==> config.mk <==
export PLATFORM = sky130hd
export DESIGN_NAME = wpoll_top
export DESIGN_NICKNAME = d
export VERILOG_FILES = /design/src/rtl/wpoll_pkg.sv /design/src/rtl/wpoll_dp.sv /design/src/rtl/wpoll_ctrl.sv /design/src/rtl/wpoll_top.sv
export SDC_FILE = /design/constraint.sdc
export NUM_CORES = 1
export LEC_CHECK = 0
export CORE_MARGIN = 10
export CORE_UTILIZATION = 51
export CTS_BUF_LIST = sky130_fd_sc_hd__clkbuf_8
export CTS_CLUSTER_SIZE = 24
export DETAILED_ROUTE_END_ITERATION = 12
export PLACE_DENSITY = 0.83
export SYNTH_ARGS = -nofsm -noshare
export SYNTH_HDL_FRONTEND = slang
export SYNTH_SLANG_ARGS = --single-unit
==> constraint.sdc <==
create_clock -name clk -period 3.4 [get_ports clk]
set_input_delay 0.51 -clock clk [delete_from_list [all_inputs] [get_ports clk]]
set_output_delay 0.51 -clock clk [all_outputs]
set_load 0.05 [all_outputs]
==> src/rtl/wpoll_pkg.sv <==
`timescale 1ns/1ps
package wpoll_pkg;

  typedef enum logic [1:0] {
    MODE_TOGGLE = 2'b00,
    MODE_DPOLL  = 2'b01,
    MODE_RDYBSY = 2'b10,
    MODE_SPARE  = 2'b11
  } pollMode_e;

  typedef enum logic [2:0] {
    ST_IDLE   = 3'd0,
    ST_SEQ    = 3'd1,
    ST_READ   = 3'd2,
    ST_EVAL   = 3'd3,
    ST_RBWAIT = 3'd4
  } pollState_e;

  // strobes from control to datapath
  typedef struct packed {
    logic loadCfg;
    logic seqInc;
    logic capture;
    logic evalUpd;
    logic pollTick;
    logic rbSample;
  } dpCtrl_t;

  // conditions from datapath to control
  typedef struct packed {
    logic rejectCfg;
    logic seqLast;
    logic seqReached;
    logic isRb;
    logic confirmHit;
    logic limitHit;
    logic rbConfirm;
  } dpFlags_t;

endpackage

==> src/rtl/wpoll_dp.sv <==
`timescale 1ns/1ps
module wpoll_dp
  import wpoll_pkg::*;
#(
  parameter int DATA_W        = 16,
  parameter int ADDR_W        = 22,
  parameter int CNT_W         = 16,
  parameter int TOGGLE_BIT    = 6,
  parameter int POLL_BIT      = 7,
  parameter int PROG_STROBES  = 4,
  parameter int ERASE_STROBES = 6,
  parameter int CONFIRM_READS = 2,
  parameter bit HAS_RDYBSY    = 1'b1
) (
  input  logic              clk,
  input  logic              rstN,
  input  dpCtrl_t           ctrl,
  input  logic [1:0]        startMode,
  input  logic              startErase,
  input  logic              startSecId,
  input  logic              startExpBit,
  input  logic [ADDR_W-1:0] startAddr,
  input  logic [CNT_W-1:0]  pollLimit,
  input  logic [DATA_W-1:0] rdData,
  input  logic              rdyBusy,
  output logic [ADDR_W-1:0] rdAddr,
  output dpFlags_t          flags
);

  localparam int SEQ_W  = $clog2(ERASE_STROBES + 1);
  localparam int PASS_W = $clog2(CONFIRM_READS + 1);
  localparam logic [SEQ_W-1:0]  PROG_N  = SEQ_W'(PROG_STROBES);
  localparam logic [SEQ_W-1:0]  ERASE_N = SEQ_W'(ERASE_STROBES);
  localparam logic [PASS_W-1:0] PASS_N  = PASS_W'(CONFIRM_READS);

  logic [ADDR_W-1:0] addrQ;
  logic [CNT_W-1:0]  limitQ;
  pollMode_e         modeQ;
  logic              eraseQ;
  logic              expQ;
  logic [SEQ_W-1:0]  seqCnt;
  logic              sampleTog;
  logic              samplePol;
  logic              prevTog;
  logic              havePrev;
  logic [PASS_W-1:0] passCnt;
  logic [CNT_W-1:0]  pollCnt;
  logic              rbHigh;
  logic              rbAllowed;

  logic [SEQ_W-1:0]  seqNeed;
  logic              isToggle;
  logic              targetBit;
  logic              readPass;
  logic [CNT_W:0]    pollNext;
  logic              unusedBits;

  assign unusedBits = ^rdData;

  // configuration captured when a run is accepted
  always_ff @(posedge clk) begin
    if (!rstN) begin
      addrQ  <= '0;
      limitQ <= '0;
      modeQ  <= MODE_TOGGLE;
      eraseQ <= 1'b0;
      expQ   <= 1'b0;
    end else if (ctrl.loadCfg) begin
      addrQ  <= startAddr;
      limitQ <= pollLimit;
      modeQ  <= pollMode_e'(startMode);
      eraseQ <= startErase;
      expQ   <= startExpBit;
    end
  end

  assign rdAddr  = addrQ;
  assign seqNeed = eraseQ ? ERASE_N : PROG_N;

  // command strobe counter
  always_ff @(posedge clk) begin
    if (!rstN)              seqCnt <= '0;
    else if (ctrl.loadCfg)  seqCnt <= '0;
    else if (ctrl.seqInc)   seqCnt <= seqCnt + 1'b1;
  end

  // captured status bits
  always_ff @(posedge clk) begin
    if (!rstN) begin
      sampleTog <= 1'b0;
      samplePol <= 1'b0;
    end else if (ctrl.capture) begin
      sampleTog <= rdData[TOGGLE_BIT];
      samplePol <= rdData[POLL_BIT];
    end
  end

  assign isToggle  = (modeQ != MODE_DPOLL);
  assign targetBit = eraseQ ? 1'b1 : expQ;
  assign readPass  = isToggle ? (havePrev && (sampleTog == prevTog))
                              : (samplePol == targetBit);

  // consecutive pass counter and previous toggle sample
  always_ff @(posedge clk) begin
    if (!rstN) begin
      prevTog  <= 1'b0;
      havePrev <= 1'b0;
      passCnt  <= '0;
    end else if (ctrl.loadCfg) begin
      prevTog  <= 1'b0;
      havePrev <= 1'b0;
      passCnt  <= '0;
    end else if (ctrl.evalUpd) begin
      prevTog  <= sampleTog;
      havePrev <= 1'b1;
      passCnt  <= (readPass && (passCnt != PASS_N)) ? passCnt + 1'b1 : '0;
    end
  end

  // poll budget counter
  assign pollNext = {1'b0, pollCnt} + (CNT_W+1)'(1);

  always_ff @(posedge clk) begin
    if (!rstN)                                 pollCnt <= '0;
    else if (ctrl.loadCfg)                     pollCnt <= '0;
    else if (ctrl.pollTick && !(&pollCnt))     pollCnt <= pollNext[CNT_W-1:0];
  end

  // optional ready/busy sampling path
  generate
    if (HAS_RDYBSY) begin : g_rb
      always_ff @(posedge clk) begin
        if (!rstN)              rbHigh <= 1'b0;
        else if (ctrl.loadCfg)  rbHigh <= 1'b0;
        else if (ctrl.rbSample) rbHigh <= rdyBusy;
      end
      assign rbAllowed = 1'b1;
    end else begin : g_norb
      assign rbHigh    = 1'b0;
      assign rbAllowed = 1'b0;
    end
  endgenerate

  always_comb begin
    flags            = '0;
    flags.rejectCfg  = ((startMode == MODE_DPOLL) && startSecId) ||
                       ((startMode == MODE_RDYBSY) && !rbAllowed);
    flags.seqLast    = (seqCnt == seqNeed - 1'b1);
    flags.seqReached = (seqCnt >= seqNeed);
    flags.isRb       = (modeQ == MODE_RDYBSY);
    flags.confirmHit = readPass && (passCnt == PASS_N);
    flags.limitHit   = (pollNext >= {1'b0, limitQ});
    flags.rbConfirm  = rdyBusy && rbHigh;
  end

  AST_PASS_RANGE: assert property (@(posedge clk) disable iff (!rstN)
    passCnt <= PASS_N);
  AST_POLL_BOUND: assert property (@(posedge clk) disable iff (!rstN)
    (limitQ != '0) |-> (pollCnt <= limitQ));
  AST_SEQ_LIMIT: assert property (@(posedge clk) disable iff (!rstN)
    seqCnt <= ERASE_N);

endmodule

==> src/rtl/wpoll_ctrl.sv <==
`timescale 1ns/1ps
module wpoll_ctrl
  import wpoll_pkg::*;
(
  input  logic     clk,
  input  logic     rstN,
  input  logic     startValid,
  input  logic     wrStrobe,
  input  logic     rdAck,
  input  dpFlags_t flags,
  output logic     startReady,
  output logic     rdReq,
  output logic     donePulse,
  output logic     timeoutPulse,
  output logic     rejectPulse,
  output dpCtrl_t  ctrl
);

  pollState_e state;
  pollState_e nextState;
  logic       pollPhase;
  logic       doneNext;
  logic       timeoutNext;
  logic       rejectNext;

  always_comb begin
    nextState = state;
    ctrl      = '0;
    case (state)
      ST_IDLE: begin
        if (startValid && !flags.rejectCfg) begin
          ctrl.loadCfg = 1'b1;
          nextState    = ST_SEQ;
        end
      end
      ST_SEQ: begin
        if (wrStrobe) begin
          ctrl.seqInc = 1'b1;
          if (flags.seqLast) nextState = flags.isRb ? ST_RBWAIT : ST_READ;
        end
      end
      ST_READ: begin
        if (rdAck) begin
          ctrl.capture = 1'b1;
          nextState    = ST_EVAL;
        end
      end
      ST_EVAL: begin
        ctrl.evalUpd  = 1'b1;
        ctrl.pollTick = 1'b1;
        nextState     = (flags.confirmHit || flags.limitHit) ? ST_IDLE : ST_READ;
      end
      ST_RBWAIT: begin
        ctrl.rbSample = 1'b1;
        ctrl.pollTick = 1'b1;
        if (flags.rbConfirm || flags.limitHit) nextState = ST_IDLE;
      end
      default: nextState = ST_IDLE;
    endcase
  end

  assign pollPhase   = (state == ST_EVAL) || (state == ST_RBWAIT);
  assign doneNext    = ((state == ST_EVAL) && flags.confirmHit) ||
                       ((state == ST_RBWAIT) && flags.rbConfirm);
  assign timeoutNext = pollPhase && !doneNext && flags.limitHit;
  assign rejectNext  = (state == ST_IDLE) && startValid && flags.rejectCfg;

  always_ff @(posedge clk) begin
    if (!rstN) begin
      state        <= ST_IDLE;
      donePulse    <= 1'b0;
      timeoutPulse <= 1'b0;
      rejectPulse  <= 1'b0;
    end else begin
      state        <= nextState;
      donePulse    <= doneNext;
      timeoutPulse <= timeoutNext;
      rejectPulse  <= rejectNext;
    end
  end

  assign startReady = (state == ST_IDLE);
  assign rdReq      = (state == ST_READ);

  AST_RESULT_ONEHOT: assert property (@(posedge clk) disable iff (!rstN)
    $onehot0({donePulse, timeoutPulse, rejectPulse}));
  AST_DONE_PULSE: assert property (@(posedge clk) disable iff (!rstN)
    donePulse |=> !donePulse);
  AST_TIMEOUT_PULSE: assert property (@(posedge clk) disable iff (!rstN)
    timeoutPulse |=> !timeoutPulse);
  AST_REQ_HOLD: assert property (@(posedge clk) disable iff (!rstN)
    (rdReq && !rdAck) |=> rdReq);
  AST_BUSY_IGNORE: assert property (@(posedge clk) disable iff (!rstN)
    (startValid && !startReady) |=> !rejectPulse);

endmodule

==> src/rtl/wpoll_top.sv <==
`timescale 1ns/1ps
module wpoll_top
  import wpoll_pkg::*;
#(
  parameter int DATA_W        = 16,
  parameter int ADDR_W        = 22,
  parameter int CNT_W         = 16,
  parameter int TOGGLE_BIT    = 6,
  parameter int POLL_BIT      = 7,
  parameter int PROG_STROBES  = 4,
  parameter int ERASE_STROBES = 6,
  parameter int CONFIRM_READS = 2,
  parameter bit HAS_RDYBSY    = 1'b1
) (
  input  logic              clk,
  input  logic              rstN,
  input  logic              startValid,
  output logic              startReady,
  input  logic [1:0]        startMode,
  input  logic              startErase,
  input  logic              startSecId,
  input  logic              startExpBit,
  input  logic [ADDR_W-1:0] startAddr,
  input  logic [CNT_W-1:0]  pollLimit,
  input  logic              wrStrobe,
  output logic              rdReq,
  output logic [ADDR_W-1:0] rdAddr,
  input  logic              rdAck,
  input  logic [DATA_W-1:0] rdData,
  input  logic              rdyBusy,
  output logic              donePulse,
  output logic              timeoutPulse,
  output logic              rejectPulse
);

  dpCtrl_t  ctrl;
  dpFlags_t flags;

  wpoll_ctrl i_ctrl (
    .clk          (clk),
    .rstN         (rstN),
    .startValid   (startValid),
    .wrStrobe     (wrStrobe),
    .rdAck        (rdAck),
    .flags        (flags),
    .startReady   (startReady),
    .rdReq        (rdReq),
    .donePulse    (donePulse),
    .timeoutPulse (timeoutPulse),
    .rejectPulse  (rejectPulse),
    .ctrl         (ctrl)
  );

  wpoll_dp #(
    .DATA_W        (DATA_W),
    .ADDR_W        (ADDR_W),
    .CNT_W         (CNT_W),
    .TOGGLE_BIT    (TOGGLE_BIT),
    .POLL_BIT      (POLL_BIT),
    .PROG_STROBES  (PROG_STROBES),
    .ERASE_STROBES (ERASE_STROBES),
    .CONFIRM_READS (CONFIRM_READS),
    .HAS_RDYBSY    (HAS_RDYBSY)
  ) i_dp (
    .clk         (clk),
    .rstN        (rstN),
    .ctrl        (ctrl),
    .startMode   (startMode),
    .startErase  (startErase),
    .startSecId  (startSecId),
    .startExpBit (startExpBit),
    .startAddr   (startAddr),
    .pollLimit   (pollLimit),
    .rdData      (rdData),
    .rdyBusy     (rdyBusy),
    .rdAddr      (rdAddr),
    .flags       (flags)
  );

  AST_SEQ_BEFORE_READ: assert property (@(posedge clk) disable iff (!rstN)
    rdReq |-> flags.seqReached);
  AST_ADDR_STABLE: assert property (@(posedge clk) disable iff (!rstN)
    (rdReq && $past(rdReq)) |-> $stable(rdAddr));
  AST_REJECT_CAUSE: assert property (@(posedge clk) disable iff (!rstN)
    rejectPulse |-> $past(startValid && startReady && startSecId &&
                          (startMode == MODE_DPOLL)));

endmodule

==> results.json, run 1 <==
{
  "power.density_nw_per_um2": 530.7,
  "drtAntennaViolNets": 0,
  "worst-slew-pin-transition_ns": 0.8153,
  "ys_seq_area_share_pct": 40.53,
  "cts_made_buffers": 9,
  "wire_per_inst_um": 13.88,
  "finalHoldViolCount": 0,
  "rsz0062_at_grt": "false",
  "critPathMaxFanout": 6,
  "fin_crit_sh_pct": 90.99,
  "clk_pin_slew_ns": 0.08,
  "cp.required_ns": 3.70,
  "grt_overflow": 0,
  "die_y_um": 104.7,
  "period_needed_ns": 3.094,
  "vias_per_cell": 5.045,
  "async_flop_share_pct": 0,
  "insertion_delay_ns": 0.35,
  "clk_path_buf_depth": 2,
  "synth_seq_cells": 74,
  "max_slew_margin_pct": 45.51,
  "antenna_found_initial": 0,
  "cp-start-kind": "flop",
  "synth_ff_type": "dfxtp_1",
  "row_count": 30,
  "num_antenna_cells": 0,
  "hold_ws_ns": 0.4535,
  "drc": 0,
  "start_util_pct": 53.21,
  "synth_edf_count": 0,
  "drt_iter0_drc": 109,
  "synth_top_cell_by_area": "dfxtp_1",
  "cts_max_level": 3,
  "cts_resized": 0,
  "yosysWarnings": 0,
  "ctsRootBufferMaster": "clkbuf_8",
  "syn_inst": 436,
  "wirelength_um": 8409,
  "clock-sinks": 74,
  "firstDrtPassIters": 4,
  "rr_startpoint": "i_dp.pollCnt[0]$_SDFFE_PP0P_",
  "postCtsSetupRepairBufs": 0,
  "synth_top_area_share_pct": 40.53,
  "synthTopCellsByArea": "dfxtp_1, nand2_1, a21boi_1, ha_1, xnor2_1",
  "grt_pass1_vias": 3193,
  "gp_congestion": 0.8282,
  "setup_viol": 0,
  "grt_max_degree": 51,
  "ff2ff_path_depth": 12,
  "rrSetupSlack_ns": 0.31,
  "cp-startpoint": "i_dp.pollCnt[0]$_SDFFE_PP0P_",
  "layout.nets": 589,
  "die-area_um2": 10950,
  "area_growth_pct": 26.94,
  "r2r_end": "i_ctrl.state[1]$_SDFFE_PN0P_",
  "cts_tree": "yes",
  "via_count": 3057,
  "hold_start": "i_dp.limitQ[2]$_SDFFE_PN0P_",
  "cts_hold_buf": 0,
  "yosys.cell_types.count": 43,
  "crit_type": "flop to flop",
  "maxCapViolations": 0,
  "status": "complete, no violations",
  "hp-class": "flop to flop",
  "slew_violations": 0,
  "arrival_ns": 3.39,
  "drive_gt1_share_pct": 6.078,
  "chipWidth_um": 104.7,
  "grt.total_usage_pct": 15.44,
  "netlist_area_um2": 3655,
  "fin_tns_setup_ns": 0,
  "fin_skew_ns": 0.007367,
  "pin_count": 92,
  "portBuffers": 77,
  "ir_drop_uv": 492.4,
  "leakagePower_uw": 0.001807,
  "core-area_um2": 6869,
  "endpoint_kind": "flop",
  "cp-endpoint": "i_ctrl.state[1]$_SDFFE_PN0P_",
  "avgSynthCellArea_um2": 8.382,
  "synth_fp_nets": 520,
  "hpwl_um": 6169,
  "max_freq_mhz": 323.2,
  "grt_pass1_wl_um": 14410
}
[cells in the final DEF, fill, tap and decap left out, types with 2 or more instances in the layout]
cell type and instances:
nor3_2 3, clkbuf_8 10, nor2_1 34, or3_1 3
xnor2_1 16, nor3_1 4, clkinv_2 3, and4_1 2
nand3_2 2, nor3b_1 3, nor3b_2 2, inv_1 20
nand3_1 3, and3_1 3, clkinvlp_4 2, nand4_1 5
o21a_1 2, a21o_1 3, o21ai_0 5, xor2_1 14
dfxtp_1 74, nand2b_1 6, a211oi_2 2, mux2i_1 6
a21boi_1 40, nand2_1 105, nor2b_1 8, and2_1 3
buf_4 3, a21oi_1 13, clkdlybuf4s50_1 77, ha_1 19
[state kept, by name (all words and copies together), names as in the netlist, 2 cells and up]
register / flops
i_ctrl.state: 3
i_dp.limitQ: 16
i_dp.modeQ: 2
i_dp.passCnt: 2
i_dp.pollCnt: 16
i_dp.rdAddr: 22
i_dp.seqCnt: 3
[metal layers]
layer	global-route usage (%)	vias up	part of all wire (%)	wire length (µm)
met4	5.784	0	1.4	119
met1	16.51	1415	41	3484
li1	-	1578	-	-
met5	0	-	0	0
met2	27.39	52	51	4283
met3	5.405	12	6.2	521
[how the worst min path moves through the flow]
stage | cells after the start | slack, ns | end
2_1_floorplan | 2 | 0.43 | i_dp.havePrev$_SDFFE_PP0N_
3_3_place_gp | 2 | 0.43 | i_dp.havePrev$_SDFFE_PP0N_
3_5_place_dp | 2 | 0.44 | i_dp.havePrev$_SDFFE_PP0N_
4_1_cts | 2 | 0.45 | i_dp.havePrev$_SDFFE_PP0N_
5_1_grt | 2 | 0.48 | i_dp.limitQ[2]$_SDFFE_PN0P_
6_report | 2 | 0.45 | i_dp.limitQ[2]$_SDFFE_PN0P_
[worst max-delay path, cell delays in order, from the launching register on]
cell      delay [ns]
dfxtp_1         0.41
ha_1            0.25
nand3_2         0.15
or3_1           0.53
nor2_1          0.17
xor2_1          0.17
ha_1            0.26
a21o_1          0.16
a21oi_1         0.14
o21ai_0         0.11
a211oi_2        0.31
nor3b_2         0.22
o211a_1         0.16
[where the power goes]
| part | switching [µW] | leakage, µW | internal [µW] |
|---|---|---|---|
| registers | 74.8 | 0.000602 | 960 |
| clock network | 325 | 0.0000892 | 278 |
| logic | 512 | 0.00112 | 312 |
[cells in the mapped netlist, types with 2 or more instances]
cell	count
nand2_1	105
dfxtp_1	74
a21boi_1	40
nor2_1	35
ha_1	19
inv_1	19
buf_2	16
xnor2_1	16
xor2_1	14
a21oi_1	13
nor2b_1	8
clkbuf_1	6
mux2i_1	6
nand2b_1	6
nand4_1	5
o21ai_0	5
nor3_1	4
a21o_1	3
and2_1	3
and3_1	3
nand3_1	3
nor3_2	3
nor3b_1	3
or3_1	3
a211oi_2	2
and4_1	2
nand3_2	2
nor3b_2	2
o21a_1	2
[cell type report]
cell class / count / area (µm²)
sequential: 74 / 1481
multi-input combinational: 321 / 2002
clock buffer: 10 / 137.6
tap: 96 / 120.1
timing repair buffer: 80 / 793.3
clock inverter: 6 / 33.78
fill: 575 / 2230
inverter: 19 / 71.32
[stage by stage]
step / power [µW] / util [%] / std cells / setup slack [ns] / instance area (µm²)
floorplan: 1621 / - / 436 / 0.6230 / 3655
global placement: 1853 / 65.05 / 590 / 0.3998 / 4468
detailed placement: 1881 / 65.05 / 590 / 0.3126 / 4468
CTS: 2483 / 67.54 / 606 / 0.2787 / 4639
global route: 2608 / 67.54 / 606 / 0.03292 / 4639
finish: 2462 / 67.54 / 606 / 0.3063 / 4639
[cell families after synthesis]
kind of cell	count (synthesis)	share of synthesized area [%]
compound gates	75	14.79
xor+xnor	30	7.189
fa+ha+maj	19	6.505
buf+inv	41	4.759
flops	74	40.53
mux	6	1.643
simple gates	191	24.58
Power figures use the tool's default switching activity.
==> run 2: changes to the inputs <==
- ABC_AREA: not set -> 1
- PLACE_DENSITY: 0.83 -> 0.82
==> results.json, run 2 <==
{
  "drc": 0,
  "placed_cell_area_um2": 4487,
  "area_growth_pct": 27.88,
  "grt_overflow": 0,
  "rr_startpoint": "i_dp.pollCnt[0]$_SDFFE_PP0P_",
  "synth_top_area_share_pct": 40.26,
  "power.density_nw_per_um2": 809.6,
  "slew_violations": 0,
  "start_util_pct": 53.28,
  "status": "complete, no violations",
  "yosys.cell_types.count": 35,
  "cp.required_ns": 3.64,
  "drt_iter0_drc": 180,
  "die-area_um2": 11010,
  "cts_tree": "yes",
  "num_antenna_cells": 0,
  "cts_hold_buf": 0,
  "hold_start": "i_dp.limitQ[7]$_SDFFE_PN0P_",
  "chipWidth_um": 104.9,
  "cts_resized": 0,
  "cts_max_level": 3,
  "period_needed_ns": 3.065,
  "postCtsSetupRepairBufs": 0,
  "finalHoldViolCount": 0,
  "via_count": 3422,
  "synth_ff_type": "dfxtp_1",
  "netlist_area_um2": 3680,
  "leakagePower_uw": 0.002062,
  "yosysWarnings": 0,
  "synth_most_common_cell": "nor2_1",
  "synth_seq_cells": 74,
  "insertion_delay_ns": 0.34,
  "cp_num_buf_inv": 1,
  "worst-slew-pin-transition_ns": 0.5905,
  "fillerInstances": 583,
  "hold_ws_ns": 0.4663,
  "critical_path.cell_chain": "ha_1 -> nand3_1 -> nor3_1 -> nand2_1 -> nor2_1 -> xor2_1 -> inv_1 -> ha_1 -> a21oi_1 -> nor2_1 -> nor2_1 -> nand2_1 -> nor2_1 -> nand3_2 -> nand2_1 -> nand2_1 -> nand2_1 -> nor2_1",
  "firstDrtPassIters": 5,
  "max_freq_mhz": 326.2,
  "cp-startpoint": "i_dp.pollCnt[0]$_SDFFE_PP0P_",
  "cts_made_buffers": 9,
  "ys_seq_area_share_pct": 40.26,
  "gp_congestion": 0.9249,
  "hpwl_um": 6937,
  "pre_cts_ws_ns": 0.3937,
  "cp-start-kind": "flop",
  "ir_drop_uv": 429.1,
  "synth_top_cells_by_count": "nor2_1, nand2_1, dfxtp_1",
  "maxCapViolations": 0,
  "avgSynthCellArea_um2": 7.159,
  "layout_commonest_cell": "nor2_1",
  "antenna_found_initial": 0,
  "critPathMaxFanout": 4,
  "core-area_um2": 6907,
  "synth_edf_count": 0,
  "synth_fp_nets": 598,
  "critPathMaxStageDelay_ns": 0.40,
  "max_slew_margin_pct": 60.33,
  "rsz0062_at_grt": "false",
  "clock-sinks": 74,
  "endpoint_kind": "flop",
  "grt_max_degree": 46,
  "wire_per_inst_um": 13.12,
  "critical-path-top-delay-family": "simple AND/OR/NAND/NOR gates",
  "final_cell_mix": "nor2_1, nand2_1, clkdlybuf4s50_1, dfxtp_1, inv_1",
  "setup_viol": 0,
  "clk_pin_slew_ns": 0.08,
  "clk_path_buf_depth": 2,
  "grt_pass1_vias": 3393,
  "fin_skew_ns": 0.006450,
  "synthTopCellsByArea": "dfxtp_1, nor2_1, o21ai_0, nand2_1, ha_1",
  "arrival_ns": 3.31,
  "syn_inst": 514,
  "drive_gt1_share_pct": 5.902,
  "largest_reg_flops": 22,
  "vias_per_cell": 4.967,
  "fin_crit_sh_pct": 90.16,
  "drtAntennaViolNets": 0,
  "layout.nets": 672,
  "fin_tns_setup_ns": 0,
  "grt_pass1_wl_um": 15170,
  "timing.final.ws_setup_ns": 0.3346,
  "grt.total_usage_pct": 16.18,
  "cpMaxStageDelayCell": "dfxtp_1",
  "row_count": 30,
  "hp-class": "flop to flop",
  "portBuffers": 77,
  "ctsRootBufferMaster": "clkbuf_8",
  "stdcell_area_um2": 4706,
  "async_flop_share_pct": 0,
  "pin_count": 92,
  "die_y_um": 104.9,
  "synth_top_cell_by_area": "dfxtp_1",
  "crit_type": "flop to flop",
  "wirelength_um": 9039
}
-- run 2: changes by cell type after synthesis, sizes merged, moves of 8 or more --
cell    delta
o21ai     +56
nand2     -23
xnor2     -14
nor2b      -8
nor2      +67
a21oi     +29
inv       +48
nand3     +13
a21boi    -41
-- run 2: final timing paths --
kind	end	slack [ns]	depth (start not counted)
worst max-delay path	i_ctrl.state[1]$_SDFFE_PN0P_	0.33	18
worst min-delay path	i_dp.limitQ[7]$_SDFFE_PN0P_	0.47	2
worst max register to register	i_ctrl.state[1]$_SDFFE_PN0P_	0.33	18
worst min register to register	i_dp.limitQ[7]$_SDFFE_PN0P_	0.47	2
-- run 2: report_power, final --
| part | internal (µW) | switching (µW) | total [µW] |
|---|---|---|---|
| sequential | 1100 | 147 | 1250 |
| combinational | 610 | 1200 | 1810 |
| clock | 428 | 324 | 752 |
| total | 2140 | 1670 | 3810 |
-- run 2: cell type report --
class / count / area, µm² / share of cell area, %
multi-input cells: 357 / 1848 / 39.27
flip-flops and latches: 74 / 1481 / 31.48
repair buffers: 79 / 785.8 / 16.70
inverters: 67 / 251.5 / 5.344
clock buffers: 10 / 137.6 / 2.925
well taps: 96 / 120.1 / 2.553
clock inverters: 6 / 81.33 / 1.728
-- run 2: kinds of logic after synthesis --
group	synth area share, %
AND/OR/NAND/NOR	25.50
adder cells (fa/ha/maj)	6.460
buffers and inverters	9.520
flip-flops	40.26
XOR/XNOR	2.380
AO/OA/AOI/OAI	15.88
-- run 2: worst reg2reg max path, delay by kind of cell, from the launching register on --
family,cells,cell delay (ns)
AO/OA/AOI/OAI,1,0.13
XOR/XNOR,1,0.23
adder cells (fa/ha/maj),2,0.55
buffers and inverters,1,0.07
flip-flops,1,0.40
AND/OR/NAND/NOR,13,1.59
-- run 2: layer usage --
metal	track usage (%)	part of all wire, %	vias to the layer above	routed length, µm
met5	0	0	-	0
met2	26.16	46	98	4125
li1	-	-	1790	-
met4	5.784	1.2	0	104
met3	7.432	11	12	976
met1	18.37	42	1522	3832
-- run 2: metrics by stage --
step | util, % | power, µW | instances
after floorplan | - | 2590 | 514
after global placement | 64.96 | 2992 | 673
after detailed placement | 64.96 | 3062 | 673
after CTS | 68.13 | 3830 | 689
after global routing | 68.13 | 4110 | 689
final | 68.13 | 3810 | 689
